<file path="src/rtl/isoc_csplit_pkg.sv">
package isoc_csplit_pkg;

  localparam logic [2:0] RSP_DATA0 = 3'd0;
  localparam logic [2:0] RSP_DATA1 = 3'd1;
  localparam logic [2:0] RSP_MDATA = 3'd2;
  localparam logic [2:0] RSP_NYET  = 3'd3;
  localparam logic [2:0] RSP_ERR   = 3'd4;
  localparam logic [2:0] RSP_XERR  = 3'd5;

  // strobes from control to datapath for one committed response
  typedef struct packed {
    logic commit;
    logic advance;
    logic wrMem;
    logic setBabble;
    logic setErr;
    logic setXact;
    logic clrActive;
    logic retry;
  } ctlStrobe_t;

endpackage

</file>
<file path="src/rtl/isoc_csplit_ctrl.sv">
module isoc_csplit_ctrl
  import isoc_csplit_pkg::*;
#(
  parameter int MAX_RETRY = 2
) (
  input  logic       clk,
  input  logic       rstN,
  input  logic       newDesc,
  input  logic       rspValid,
  input  logic [2:0] rspKind,
  input  logic       lastCs,
  input  logic       uframeEnd,
  input  logic       overRun,
  input  logic       nonZeroLen,
  output ctlStrobe_t ctl
);

  localparam int CNT_W = $clog2(MAX_RETRY + 1);

  logic [CNT_W-1:0] retryCnt;
  logic [CNT_W-1:0] cntEff;
  logic [CNT_W-1:0] nextCnt;

  // a new descriptor clears the count before this cycle's response uses it
  assign cntEff = newDesc ? '0 : retryCnt;

  always_comb begin
    ctl     = '0;
    nextCnt = cntEff;
    if (rspValid) begin
      ctl.commit = 1'b1;
      nextCnt    = '0;
      case (rspKind)
        RSP_DATA0, RSP_DATA1, RSP_MDATA: begin
          if (overRun) begin
            ctl.setBabble = 1'b1;
            ctl.clrActive = 1'b1;
          end else begin
            ctl.advance   = 1'b1;
            ctl.wrMem     = nonZeroLen;
            ctl.clrActive = (rspKind != RSP_MDATA);
          end
        end
        RSP_ERR: begin
          ctl.setErr    = 1'b1;
          ctl.clrActive = 1'b1;
        end
        RSP_XERR: begin
          ctl.setXact = 1'b1;
          if ((int'(cntEff) < MAX_RETRY) && !uframeEnd) begin
            ctl.retry = 1'b1;
            nextCnt   = cntEff + 1'b1;
          end else begin
            ctl.clrActive = 1'b1;
          end
        end
        RSP_NYET: begin
          ctl.clrActive = lastCs;
        end
        default: ;
      endcase
    end
  end

  always_ff @(posedge clk) begin
    if (!rstN) retryCnt <= '0;
    else       retryCnt <= nextCnt;
  end


  retry_cap_chk: assert property (@(posedge clk) disable iff (!rstN)
    int'(retryCnt) <= MAX_RETRY);


  retry_stops_chk: assert property (@(posedge clk) disable iff (!rstN)
    (rspValid && rspKind == RSP_XERR && !newDesc && int'(retryCnt) == MAX_RETRY) |-> !ctl.retry);


  one_outcome_chk: assert property (@(posedge clk) disable iff (!rstN)
    $onehot0({ctl.advance, ctl.setBabble, ctl.setErr, ctl.setXact}));

endmodule

</file>
<file path="src/rtl/isoc_csplit_dp.sv">
module isoc_csplit_dp
  import isoc_csplit_pkg::*;
#(
  parameter int BYTES_W     = 10,
  parameter int OFF_W       = 12,
  parameter int LEN_W       = 11,
  parameter int MASK_W      = 8,
  parameter int MAX_PAYLOAD = 192
) (
  input  logic               clk,
  input  logic               rstN,
  input  ctlStrobe_t         ctl,
  input  logic [LEN_W-1:0]   rxLen,
  input  logic [MASK_W-1:0]  uframeBit,
  input  logic [BYTES_W-1:0] inBytes,
  input  logic [OFF_W-1:0]   inOffset,
  input  logic               inPage,
  input  logic               inActive,
  input  logic               inErr,
  input  logic               inBabble,
  input  logic               inXact,
  input  logic [MASK_W-1:0]  inMask,
  output logic               overRun,
  output logic               nonZeroLen,
  output logic [BYTES_W-1:0] outBytes,
  output logic [OFF_W-1:0]   outOffset,
  output logic               outPage,
  output logic               outActive,
  output logic               outErr,
  output logic               outBabble,
  output logic               outXact,
  output logic [MASK_W-1:0]  outMask,
  output logic               memWrEn,
  output logic               retryNow,
  output logic               done
);

  logic [OFF_W:0] offSum;

  assign overRun    = (int'(rxLen) > MAX_PAYLOAD) || (int'(rxLen) > int'(inBytes));
  assign nonZeroLen = (rxLen != '0);
  assign offSum     = {1'b0, inOffset} + (OFF_W+1)'(rxLen);

  always_ff @(posedge clk) begin
    if (!rstN) begin
      outBytes  <= '0;
      outOffset <= '0;
      outPage   <= 1'b0;
      outActive <= 1'b0;
      outErr    <= 1'b0;
      outBabble <= 1'b0;
      outXact   <= 1'b0;
      outMask   <= '0;
      memWrEn   <= 1'b0;
      retryNow  <= 1'b0;
      done      <= 1'b0;
    end else begin
      memWrEn  <= ctl.wrMem;
      retryNow <= ctl.retry;
      done     <= ctl.commit;
      if (ctl.commit) begin
        outBytes  <= ctl.advance ? inBytes - BYTES_W'(rxLen) : inBytes;
        outOffset <= ctl.advance ? offSum[OFF_W-1:0] : inOffset;
        outPage   <= inPage | (ctl.advance & offSum[OFF_W]);
        outActive <= inActive & ~ctl.clrActive;
        outErr    <= inErr | ctl.setErr;
        outBabble <= inBabble | ctl.setBabble;
        outXact   <= inXact | ctl.setXact;
        outMask   <= inMask | uframeBit;
      end
    end
  end


  write_shrinks_chk: assert property (@(posedge clk) disable iff (!rstN)
    memWrEn |-> (outBytes < $past(inBytes)));


  page_sticky_chk: assert property (@(posedge clk) disable iff (!rstN)
    (ctl.commit && inPage) |=> outPage);

endmodule

</file>
<file path="src/rtl/isoc_csplit_updater.sv">
module isoc_csplit_updater
  import isoc_csplit_pkg::*;
#(
  parameter int BYTES_W     = 10,
  parameter int OFF_W       = 12,
  parameter int LEN_W       = 11,
  parameter int MASK_W      = 8,
  parameter int MAX_PAYLOAD = 192,
  parameter int MAX_RETRY   = 2
) (
  input  logic               clk,
  input  logic               rstN,
  input  logic               newDesc,
  input  logic               rspValid,
  input  logic [2:0]         rspKind,
  input  logic [LEN_W-1:0]   rxLen,
  input  logic               lastCs,
  input  logic               uframeEnd,
  input  logic [MASK_W-1:0]  uframeBit,
  input  logic [BYTES_W-1:0] inBytes,
  input  logic [OFF_W-1:0]   inOffset,
  input  logic               inPage,
  input  logic               inActive,
  input  logic               inErr,
  input  logic               inBabble,
  input  logic               inXact,
  input  logic [MASK_W-1:0]  inMask,
  output logic [BYTES_W-1:0] outBytes,
  output logic [OFF_W-1:0]   outOffset,
  output logic               outPage,
  output logic               outActive,
  output logic               outErr,
  output logic               outBabble,
  output logic               outXact,
  output logic [MASK_W-1:0]  outMask,
  output logic               memWrEn,
  output logic               retryNow,
  output logic               done
);

  ctlStrobe_t ctl;
  logic       overRun;
  logic       nonZeroLen;

  isoc_csplit_ctrl #(.MAX_RETRY(MAX_RETRY)) u_ctrl (
    .clk(clk), .rstN(rstN), .newDesc(newDesc), .rspValid(rspValid),
    .rspKind(rspKind), .lastCs(lastCs), .uframeEnd(uframeEnd),
    .overRun(overRun), .nonZeroLen(nonZeroLen), .ctl(ctl)
  );

  isoc_csplit_dp #(
    .BYTES_W(BYTES_W), .OFF_W(OFF_W), .LEN_W(LEN_W),
    .MASK_W(MASK_W), .MAX_PAYLOAD(MAX_PAYLOAD)
  ) u_dp (
    .clk(clk), .rstN(rstN), .ctl(ctl), .rxLen(rxLen), .uframeBit(uframeBit),
    .inBytes(inBytes), .inOffset(inOffset), .inPage(inPage), .inActive(inActive),
    .inErr(inErr), .inBabble(inBabble), .inXact(inXact), .inMask(inMask),
    .overRun(overRun), .nonZeroLen(nonZeroLen),
    .outBytes(outBytes), .outOffset(outOffset), .outPage(outPage),
    .outActive(outActive), .outErr(outErr), .outBabble(outBabble),
    .outXact(outXact), .outMask(outMask), .memWrEn(memWrEn),
    .retryNow(retryNow), .done(done)
  );


  done_follows_valid_chk: assert property (@(posedge clk) disable iff (!rstN)
    rspValid |=> done);


  quiet_when_idle_chk: assert property (@(posedge clk) disable iff (!rstN)
    !done |-> (!memWrEn && !retryNow));


  mask_keeps_bit_chk: assert property (@(posedge clk) disable iff (!rstN)
    rspValid |=> ((outMask & $past(uframeBit)) == $past(uframeBit)));


  err_stops_chk: assert property (@(posedge clk) disable iff (!rstN)
    (rspValid && rspKind == RSP_ERR) |=> (outErr && !outActive));


  nyet_no_write_chk: assert property (@(posedge clk) disable iff (!rstN)
    (rspValid && rspKind == RSP_NYET) |=> (!memWrEn && !retryNow && outBytes == $past(inBytes)));

endmodule

</file>
<file path="config.mk">
export PLATFORM = sky130hd
export DESIGN_NAME = isoc_csplit_updater
export DESIGN_NICKNAME = d
export VERILOG_FILES = /design/src/rtl/isoc_csplit_pkg.sv /design/src/rtl/isoc_csplit_ctrl.sv /design/src/rtl/isoc_csplit_dp.sv /design/src/rtl/isoc_csplit_updater.sv
export SDC_FILE = /design/constraint.sdc
export NUM_CORES = 1
export LEC_CHECK = 0
export ABC_AREA = 1
export BUFFER_PORTS_ARGS = -buffer_cell sky130_fd_sc_hd__buf_2
export CAP_MARGIN = 15
export CORE_MARGIN = 4
export CORE_UTILIZATION = 35
export CTS_CLUSTER_SIZE = 40
export DETAILED_ROUTE_END_ITERATION = 16
export PLACE_DENSITY = 0.64
export SYNTH_ARGS = -nofsm -noshare
export SYNTH_HDL_FRONTEND = slang
export SYNTH_SLANG_ARGS = --single-unit
</file>
<file path="constraint.sdc">
create_clock -name clk -period 4.3 [get_ports clk]
set_input_delay 0.215 -clock clk [delete_from_list [all_inputs] [get_ports clk]]
set_output_delay 0.215 -clock clk [all_outputs]
set_load 0.01 [all_outputs]
</file>
==> metrics.md, run 1 <==
| Metric | Value |
|---|---|
| DR pass1 iterations | `4` |
| Family with the most delay on the worst path | `buffers and inverters` |
| Final Power | `0.00103 W` |
| Fill cells | `between 1000 and 1500` |
| Slowest stage delay, CP | `0.54 ns` |
| Max-slew violations | `0` |
| Layout Area Growth over Synthesis | `20.4%` |
| Top cells by count, synth | `nand2_1, inv_1, nand3_1, dfxtp_1, a21oi_1` |
| Number of flops mapped to enable cells by yosys | `0` |
| Crit-path slowest cell | `buf_2` |
| Global placer's final weighted congestion | `0.865` |
| Final core utilization | `43.1%` |
| Post-synth ARST share | `0%` |
| Top FF cell, synth | `dfxtp_1` |
| Number of placement rows | `35` |
| IO buf count | `100` |
| Drt drc | `0` |
| Chip Width | `105 microns` |
| Met3 GRT Util | `3.37%` |
| Cells after Synth | `between 500 and 600` |
| Post-CTS setup repair buffer count | `0` |
| First-pass GRT wire length | `17.1 mm` |
| Leading area contributor after synthesis | `dfxtp_1` |
| Cell Pwr Density | `258 mW/mm^2` |
| Clock root buffer | `clkbuf_8` |
| Hpwl dp | `~8.5 mm` |
| Vias per cell | `roughly 4.9` |
| Worst hold path class | `in -> reg` |
| Fmax | `roughly 0.45 GHz` |
| CP Class | `in -> reg` |
| Clk_skew | `0.00325 ns` |
| CP max FO | `41` |
| Pleak | `2.22 nW` |
| Proportion of layout cells with a drive suffix above 1 | `20.9%` |
| Proportion of netlist area held by the largest area contributor | `24.2%` |
| CTS resizes | `0` |
| Die area | `0.0111 sq mm` |
| Synthesized Nets | `620` |
| GR Overflow Total | `0` |
| Die Y | `105 microns` |
| Clock slew at reported path FFs | `0.08 ns` |
| Critical Path RT | `4.50 ns` |
| Final Hold Viols | `0` |
| Synthesized area per cell | `approximately 6.3 sq um` |
| CTS tree | `built` |
| Busiest grt layer | `met2` |
| Crit path cell chain | `buf_2, inv_2, nor2_2, buf_4, nand3_4, nand2_1, nand3_1, a21oi_1` |
| Top post-synthesis cells by area | `dfxtp_1, nand2_1, ha_1` |
| # H-tree levels | `2` |
| Distinct cell type count after synthesis | `37` |
| #FFs+latches synth | `40` |
| Slew HR | `53.1%` |
| Hold_buf cts | `0` |
| WP data arrival | `2.41 ns` |
| Initial core utilization | `35.8%` |
| Worst setup SP type | `input pin` |
| Seq/Total Area, Yosys | `24.2%` |
| Period Utilization, post-route | `a little over 50%` |
| Synthesis Warnings | `0` |
| Flip-flop and latch area | `801 sq um` |
| Multi-input gate area | `0.00209 sq mm` |
| Number of top-level pins | `101` |
| Detailed Route WL | `10.5 mm` |
| Setup-failing EPs final | `0` |
| Grt met1 use | `a little under a quarter` |
| Ant diodes | `0` |
| Total Nets Final | `712` |
| DR WL/cell | `14.0 microns` |
| Outcome | `completed` |
| Total core area | `0.00924 sq mm` |
| Worst-Margin Slew | `roughly 0.70 ns` |
| GRT Resource Usage Total | `18.8%` |
| Max Cap Viol | `0` |
| Peak supply drop | `122 uV` |
| Largest net degree at the start of global routing | `42` |
| Initial antenna violation count | `0` |
| Worst-case clock buffer depth | `2` |
| CTS sink count | `40` |
| Count leader, synth | `nand2_1` |
| Initial drt markers | `187` |
| Minimum clock period after layout | `around 2.2 ns` |
| Mapped cell area | `0.00331 sq mm` |
| Setup TNS | `0 ns` |
| DR vias | `3685` |
| Worst Setup End Kind | `register` |
| Total CTS buffers | `5` |
| Worst-Skew Late Latency | `0.29 ns` |
| ANT nets after route | `0` |
| GR Util met2 | `34.3%` |
| RSZ-0062 raised after global routing | `false` |
| Via count of the first global-routing pass | `3612` |
| Buffers and inverters on the worst path | `3` |
[path summary, 6_finish.rpt]
path              slack (ns)                            from                              to  cells past startpoint
setup / recovery        2.09                        rspValid  u_dp.outOffset[9]$_SDFFE_PN0P_                      8
hold / removal          0.14                       inMask[6]    u_dp.outMask[6]$_SDFFE_PN0P_                      3
setup reg to reg        3.25   u_ctrl.retryCnt[1]$_SDFF_PN0_     u_dp.outActive$_SDFFE_PN0P_                      5
hold reg to reg         0.46  u_dp.outOffset[8]$_SDFFE_PN0P_  u_dp.outOffset[8]$_SDFFE_PN0P_                      2
[per-layer routing]
| metal | wire length (microns) | share of wire [%] |
|---|---|---|
| met4 | 178 | 1.7 |
| met2 | 5350 | 51 |
| met1 | 4330 | 41 |
| met5 | 0 | 0 |
| met3 | 615 | 5.9 |
[report_power, final]
group | switching (W) | internal (W) | leakage, nW
clock | 0.000127 | 0.000172 | 0.0552
combinational | 0.000204 | 0.000122 | 1.84
sequential | 0.0000117 | 0.000392 | 0.330
[logic make-up after synthesis]
group	Yosys count	share of synthesized area, %
flip-flops	40	24.2
AND/OR/NAND/NOR	286	39.2
AO/OA/AOI/OAI	62	9.98
adder cells (fa/ha/maj)	32	12.6
buffers and inverters	99	12.5
XOR/XNOR	6	1.59
[layout make-up]
| cell class | instances | share of cell area (%) |
|---|---|---|
| Inverter | 83 | 7.82 |
| Timing Repair Buffer | 101 | 12.8 |
| Clock buffer | 6 | 1.82 |
| Tap cell | 129 | 4.05 |
| Multi-Input combinational cell | 386 | 52.6 |
| Sequential cell | 40 | 20.1 |
| Clock inverter | 2 | 0.879 |
[sequential cells by signal, summed over array words and instances, names as in the netlist]
| register | flops |
|---|---|
| u_dp.outBabble | 1 |
| u_dp.outXact | 1 |
| u_dp.outErr | 1 |
| u_dp.outOffset | 12 |
| u_dp.done | 1 |
| u_dp.outPage | 1 |
| u_dp.outMask | 8 |
| u_dp.retryNow | 1 |
| u_dp.outActive | 1 |
| u_ctrl.retryCnt | 2 |
| u_dp.outBytes | 10 |
| u_dp.memWrEn | 1 |
[worst min-delay path, delay by kind of cell]
| family | cells | cell delay [ns] |
|---|---|---|
| buffers and inverters | 1 | 0.07 |
| and+or+nand+nor | 2 | 0.11 |
[layout by cell type, fill, tap and decap left out, types with 2 or more instances in the layout]
| cell type | count |
|---|---|
| nor2_1 | 32 |
| xor2_1 | 2 |
| nand2_1 | 149 |
| clkbuf_8 | 5 |
| fa_1 | 2 |
| nor3_1 | 12 |
| inv_1 | 79 |
| buf_2 | 100 |
| nand4_1 | 19 |
| ha_1 | 30 |
| nand3_1 | 49 |
| a31oi_1 | 2 |
| inv_2 | 3 |
| o21ai_0 | 16 |
| nor2_2 | 2 |
| nand2_2 | 10 |
| dfxtp_1 | 40 |
| a21oi_1 | 38 |
| xnor2_1 | 4 |
| nand3b_1 | 8 |
| a21oi_2 | 2 |
[per-stage QoR]
stage,instances,hold WS [ns],instance area (sq um),setup WS (ns)
4_1_cts,747,0.136,3980,2.10
5_1_grt,747,0.141,3980,1.79
3_5_place_dp,739,0.439,3880,1.78
3_3_place_gp,739,0.430,3880,1.89
2_1_floorplan,525,0.340,3310,2.62
6_report,747,0.138,3980,2.09
No activity file was read; power rests on OpenSTA's default activity.
==> inputs of run 2 (changes only) <==
PLACE_DENSITY = 0.66   (was 0.64)
clock period = 1.8 ns   (was 4.3 ns; I/O delays follow)
==> metrics.md, run 2 (synthesis results as in run 1) <==
| Metric | Value |
|---|---|
| Outcome | `completed` |
| Die area | `between 0.01 and 0.015 sq mm` |
| Final core utilization | `between 40% and 50%` |
| Met2 wire len | `between 5 and 6 mm` |
| Clk_skew | `0.00364 ns` |
| Hold endpoint | `u_dp.outMask[2]$_SDFFE_PN0P_` |
| DR vias | `3777` |
| Detailed Route WL | `10.6 mm` |
| DR top layer | `met4` |
| Max Cap Viol | `0` |
| Leading cell type in the layout, fill and taps excluded | `nand2_1` |
| CTS resizes | `0` |
| Most frequent cells in the layout | `nand2_1, buf_2, inv_1` |
| Max-slew violations | `0` |
| WL met3 | `434 microns` |
| Worst reg2reg path depth | `5` |
| IO buf count | `100` |
| Clock root buffer | `clkbuf_8` |
| Minimum clock period after layout | `1.52 ns` |
| GR Overflow Total | `0` |
| Worst-case clock buffer depth | `2` |
| Proportion of layout cells with a drive suffix above 1 | `25.2%` |
| RR Endpoint | `u_ctrl.retryCnt[0]$_SDFF_PN0_` |
| Peak supply drop | `298 uV` |
| Total CTS buffers | `5` |
| Hpwl dp | `8.57 mm` |
| Total Nets Final | `749` |
| CP max FO | `15` |
| Initial antenna violation count | `0` |
| Most flops, register | `u_dp.outOffset` |
| Worst setup SP type | `input pin` |
| Drt drc | `0` |
| Layout Area Growth over Synthesis | `29.4%` |
| # H-tree levels | `2` |
| Die Y | `105 microns` |
| Initial drt markers | `168` |
| Max reg flops | `12` |
| Post-CTS setup repair buffer count | `0` |
| Hold_buf cts | `2` |
| Hold path depth | `3` |
| Worst hold path class | `in -> reg` |
| Worst-Margin Slew | `0.439 ns` |
| Hold path start | `inMask[2]` |
| Worst-Skew Late Latency | `~0.3 ns` |
| Pleak | `2.40 nW` |
| Slew HR | `70.7%` |
| Cell total after placement | `774` |
| Regs by FF count | `u_dp.outOffset: 12 flops, u_dp.outBytes: 10 flops, u_dp.outMask: 8 flops` |
| Worst Setup End Kind | `register` |
| Period Utilization, post-route | `84.5%` |
| Worst setup margin | `roughly 0.28 ns` |
| ANT nets after route | `0` |
| Fmax | `0.657 GHz` |
| CTS sink count | `40` |
| DR pass1 iterations | `4` |
| Number of top-level pins | `101` |
| Initial core utilization | `between 30% and 40%` |
| Chip Width | `roughly 110 microns` |
| Worst slack, placed | `-0.0216 ns` |
| Fin cells | `784` |
| Reg-to-reg startpoint | `u_ctrl.retryCnt[1]$_SDFF_PN0_` |
| Via count of the first global-routing pass | `3732` |
| Ant diodes | `0` |
| Critical Path RT | `about 2.0 ns` |
| DRT met1 WL | `roughly 4.7 mm` |
| RSZ-0062 raised after global routing | `false` |
| Global placer's final weighted congestion | `0.877` |
| R2r setup slk | `0.77 ns` |
| WP data arrival | `1.75 ns` |
| CP Class | `in -> reg` |
| Largest net degree at the start of global routing | `41` |
| GRT Resource Usage Total | `~19%` |
| First-pass GRT wire length | `about 18 mm` |
| DR WL/cell | `13.6 microns` |
| Setup-failing EPs final | `0` |
| Total core area | `0.00924 sq mm` |
| Clock slew at reported path FFs | `0.08 ns` |
| Cell Pwr Density | `579 mW/mm^2` |
| CTS tree | `built` |
| Final Hold Viols | `0` |
| Vias per cell | `4.82` |
| Setup TNS | `0 ns` |
| Number of placement rows | `35` |
[run 2: worst max-delay path, cell delays in order]
cell     delay, ns
buf_2         0.11
inv_1         0.07
ha_1          0.34
nand2_1       0.10
inv_1         0.05
nand2_1       0.07
inv_1         0.04
nand2_1       0.07
nand3_2       0.12
nand2_4       0.10
nand3_4       0.09
buf_12        0.17
nand2_1       0.06
nand3_1       0.10
a21oi_1       0.16
[run 2: layout make-up]
type / instances / area (sq um)
clock buffer: 6 / 82.6
timing repair buffer: 138 / 816
clock inverter: 2 / 15.0
multi-input combinational: 386 / 2090
sequential: 40 / 801
tap: 129 / 161
fill: 1002 / 4960
inverter: 83 / 312
[run 2: worst max path at each step]
stage,startpoint,depth (start not counted),end
global placement,rxLen[9],16,u_dp.outOffset[11]$_SDFFE_PN0P_
floorplan,rxLen[6],15,u_dp.outOffset[11]$_SDFFE_PN0P_
detailed placement,rxLen[8],15,u_dp.outOffset[0]$_SDFFE_PN0P_
global route,rxLen[4],17,u_dp.outOffset[11]$_SDFFE_PN0P_
CTS,rxLen[8],15,u_dp.outOffset[0]$_SDFFE_PN0P_
finish,rxLen[8],15,u_dp.outOffset[0]$_SDFFE_PN0P_
[run 2: report_power, final]
part / total, W / internal (W) / switching, W
Clock: 0.000671 / 0.000311 / 0.000360
Sequential: 0.000959 / 0.000935 / 0.0000235
Combinational: 0.000850 / 0.000356 / 0.000494
[run 2: metrics by stage]
stage | area, sq um | hold slack, ns | total power [W]
floorplan | 3310 | 0.215 | 0.00149
global placement | 4160 | 0.302 | 0.00181
detailed placement | 4160 | 0.315 | 0.00182
CTS | 4280 | 0.0000166 | 0.00250
global route | 4280 | 0.00218 | 0.00265
finish | 4280 | 0.00258 | 0.00248
[run 2: metal layers]
| metal | GRT usage, % | up-vias |
|---|---|---|
| li1 | - | 1952 |
| met1 | 24.5 | 1718 |
| met2 | 34.0 | 92 |
| met3 | 2.82 | 15 |
| met4 | 5.53 | 0 |
| met5 | 0 | - |
==> inputs of run 3 (changes only) <==
PLACE_DENSITY = 0.64   (was 0.66)
clock period = 1.5 ns   (was 1.8 ns; I/O delays follow)
==> metrics.md, run 3 (synthesis results as in run 1) <==
| Metric | Value |
|---|---|
| Outcome | `complete, but fails checks` |
| Failing checks | `negative hold slack` |
| Total internal power | `0.00200 W` |
| Worst-Margin Slew | `around 0.46 ns` |
| Slew HR | `69.1%` |
| Worst-Skew Late Latency | `0.29 ns` |
| Period Utilization, post-route | `95.5%` |
| Chip Width | `~110 microns` |
| Worst Setup End Kind | `register` |
| Most frequent cells in the layout | `nand2_1, buf_2, inv_1` |
| DR WL/cell | `13.4 microns` |
| Layout Area Growth over Synthesis | `46.5%` |
| Minimum clock period after layout | `1.43 ns` |
| Die Y | `~110 microns` |
| Area after DPL | `0.00442 sq mm` |
| Clk_skew | `0.00519 ns` |
| Peak supply drop | `286 uV` |
| Max reg flops | `12` |
| IO buf count | `100` |
| Number of placement rows | `35` |
| Initial antenna violation count | `0` |
| RSZ-0062 raised after global routing | `true` |
| Regs by FF count | `u_dp.outOffset: 12 flops, u_dp.outBytes: 10 flops, u_dp.outMask: 8 flops` |
| Cell area after layout | `0.00485 sq mm` |
| Switching Share | `between 30% and 40%` |
| Worst-case clock buffer depth | `2` |
| Worst setup SP type | `input pin` |
| Final Hold Viols | `1` |
| Global placer's final weighted congestion | `0.891` |
| Cell Pwr Density | `between 600 and 700 mW/mm^2` |
| Max Cap Viol | `0` |
| GR Overflow Total | `0` |
| Clock root buffer | `clkbuf_8` |
| Proportion of layout cells with a drive suffix above 1 | `around a third` |
| Vias per cell | `4.71` |
| Register share of total power | `37.4%` |
| CP max FO | `3` |
| Worst hold path class | `in -> reg` |
| Initial core utilization | `35.8%` |
| Initial drt markers | `151` |
| Drt drc | `0` |
| Fmax | `~0.7 GHz` |
| CTS sink count | `40` |
| Total Nets Final | `789` |
| Ant diodes | `0` |
| Leading cell type in the layout, fill and taps excluded | `nand2_1` |
| Total CTS buffers | `5` |
| Clock slew at reported path FFs | `0.08 ns` |
| DR vias | `roughly 3900` |
| Final Hold Slack | `-0.000134 ns` |
| Critical Path RT | `1.74 ns` |
| Max-slew violations | `0` |
| Total core area | `just over 0.009 sq mm` |
| Largest net degree at the start of global routing | `41` |
| Most flops, register | `u_dp.outOffset` |
| WP data arrival | `1.67 ns` |
| Number of top-level pins | `101` |
| CTS tree | `built` |
| Comb pwr share | `39.9%` |
| Setup-failing EPs final | `0` |
| Hpwl dp | `approximately 8.8 mm` |
| Detailed Route WL | `around 11 mm` |
| Clk pwr share | `22.7%` |
| Net Switching | `0.00107 W` |
| # H-tree levels | `2` |
| First-pass GRT wire length | `between 15 and 20 mm` |
| GRT Resource Usage Total | `between 10% and 20%` |
| Via count of the first global-routing pass | `3736` |
| ANT nets after route | `0` |
| DR pass1 iterations | `5` |
| Die area | `between 0.01 and 0.015 sq mm` |
| CP Class | `in -> reg` |
| Fill cells | `956` |
| Pleak | `2.61 nW` |
run 3: changes by cell type in the layout (fill, tap and decap cells not counted), moves of 4 or more:
cell	previous run	this run
ha_1	30	16
inv_1	79	72
nand3_1	49	45
inv_2	3	10
nand3_2	1	5
a21oi_1	38	33
dlygate4sd3_1	2	9
nand2_2	10	16
nand2_1	149	143
buf_4	34	65
a21oi_2	2	7
ha_4	0	13
run 3: metrics by stage:
step	TNS [ns]	instances	setup WS [ns]	total power, W	utilization (%)
2_1_floorplan	0	525	0.00218	0.00180	-
6_report	0	823	0.0669	0.00307	52.5
4_1_cts	0	819	0.0159	0.00300	49.8
3_3_place_gp	-5.21	803	-0.261	0.00226	47.9
3_5_place_dp	-6.13	803	-0.303	0.00228	47.9
5_1_grt	-0.179	823	-0.0486	0.00329	52.5
run 3: cell type report:
type	count	area [sq um]	share of cell area, %
inverter	83	312	6.43
clock inverter	2	12.5	0.258
timing repair buffer	178	1150	23.8
clock buffer	5	68.8	1.42
multi-input combinational	386	2340	48.2
sequential	40	801	16.5
tap	129	161	3.33
run 3: what timing repair did:
item | 4_1_cts | 5_1_grt
hold buffers | 9 | 0
endpoints found under the hold margin | 5 | 0
endpoints found under the setup margin | 4 | 25
pin swaps | 0 | 7
buffers inserted | 0 | 3
gates cloned | 0 | 1
resized for setup | 3 | 41
run 3: power groups by stage:
| stage | Combinational (W) | Sequential, W | Clock (W) |
|---|---|---|---|
| final | 0.00123 | 0.00115 | 0.000699 |
| after global routing | 0.00137 | 0.00116 | 0.000764 |
| after CTS | 0.00113 | 0.00115 | 0.000718 |
| after detailed placement | 0.00111 | 0.00117 | 0 |
| after global placement | 0.00109 | 0.00117 | 0 |
| after floorplan | 0.000596 | 0.00120 | 0 |
run 3: critical path, cell delays in order:
cell      delay (ns)
buf_2           0.14
ha_1            0.24
fa_2            0.36
inv_1           0.07
nand3_1         0.08
nand2_2         0.10
nand2_1         0.08
nand3b_1        0.08
nand2_1         0.09
nand3_1         0.10
nand3_1         0.10
a21oi_2         0.13
run 3: path summary, 6_finish.rpt:
check / startpoint / end / slack [ns] / cells after the start
worst max register to register: u_ctrl.retryCnt[1]$_SDFF_PN0_ / u_dp.outActive$_SDFFE_PN0P_ / 0.52 / 5
worst min register to register: u_dp.outOffset[0]$_SDFFE_PN0P_ / u_dp.outOffset[0]$_SDFFE_PN0P_ / 0.46 / 2
worst min-delay path: inMask[7] / u_dp.outMask[7]$_SDFFE_PN0P_ / -0.0001 / 3
worst max-delay path: rxLen[0] / u_dp.outBytes[6]$_SDFFE_PN0P_ / 0.07 / 12
run 3: per-layer routing:
layer  track usage (%)  vias to the layer above  wire length, microns
met1              25.5                     1758                  4940
met2              33.8                       79                  5340
met3              2.63                       17                   507
met5                 0                        -                     0
met4              5.06                        0                   235
li1                  -                     2022                     -
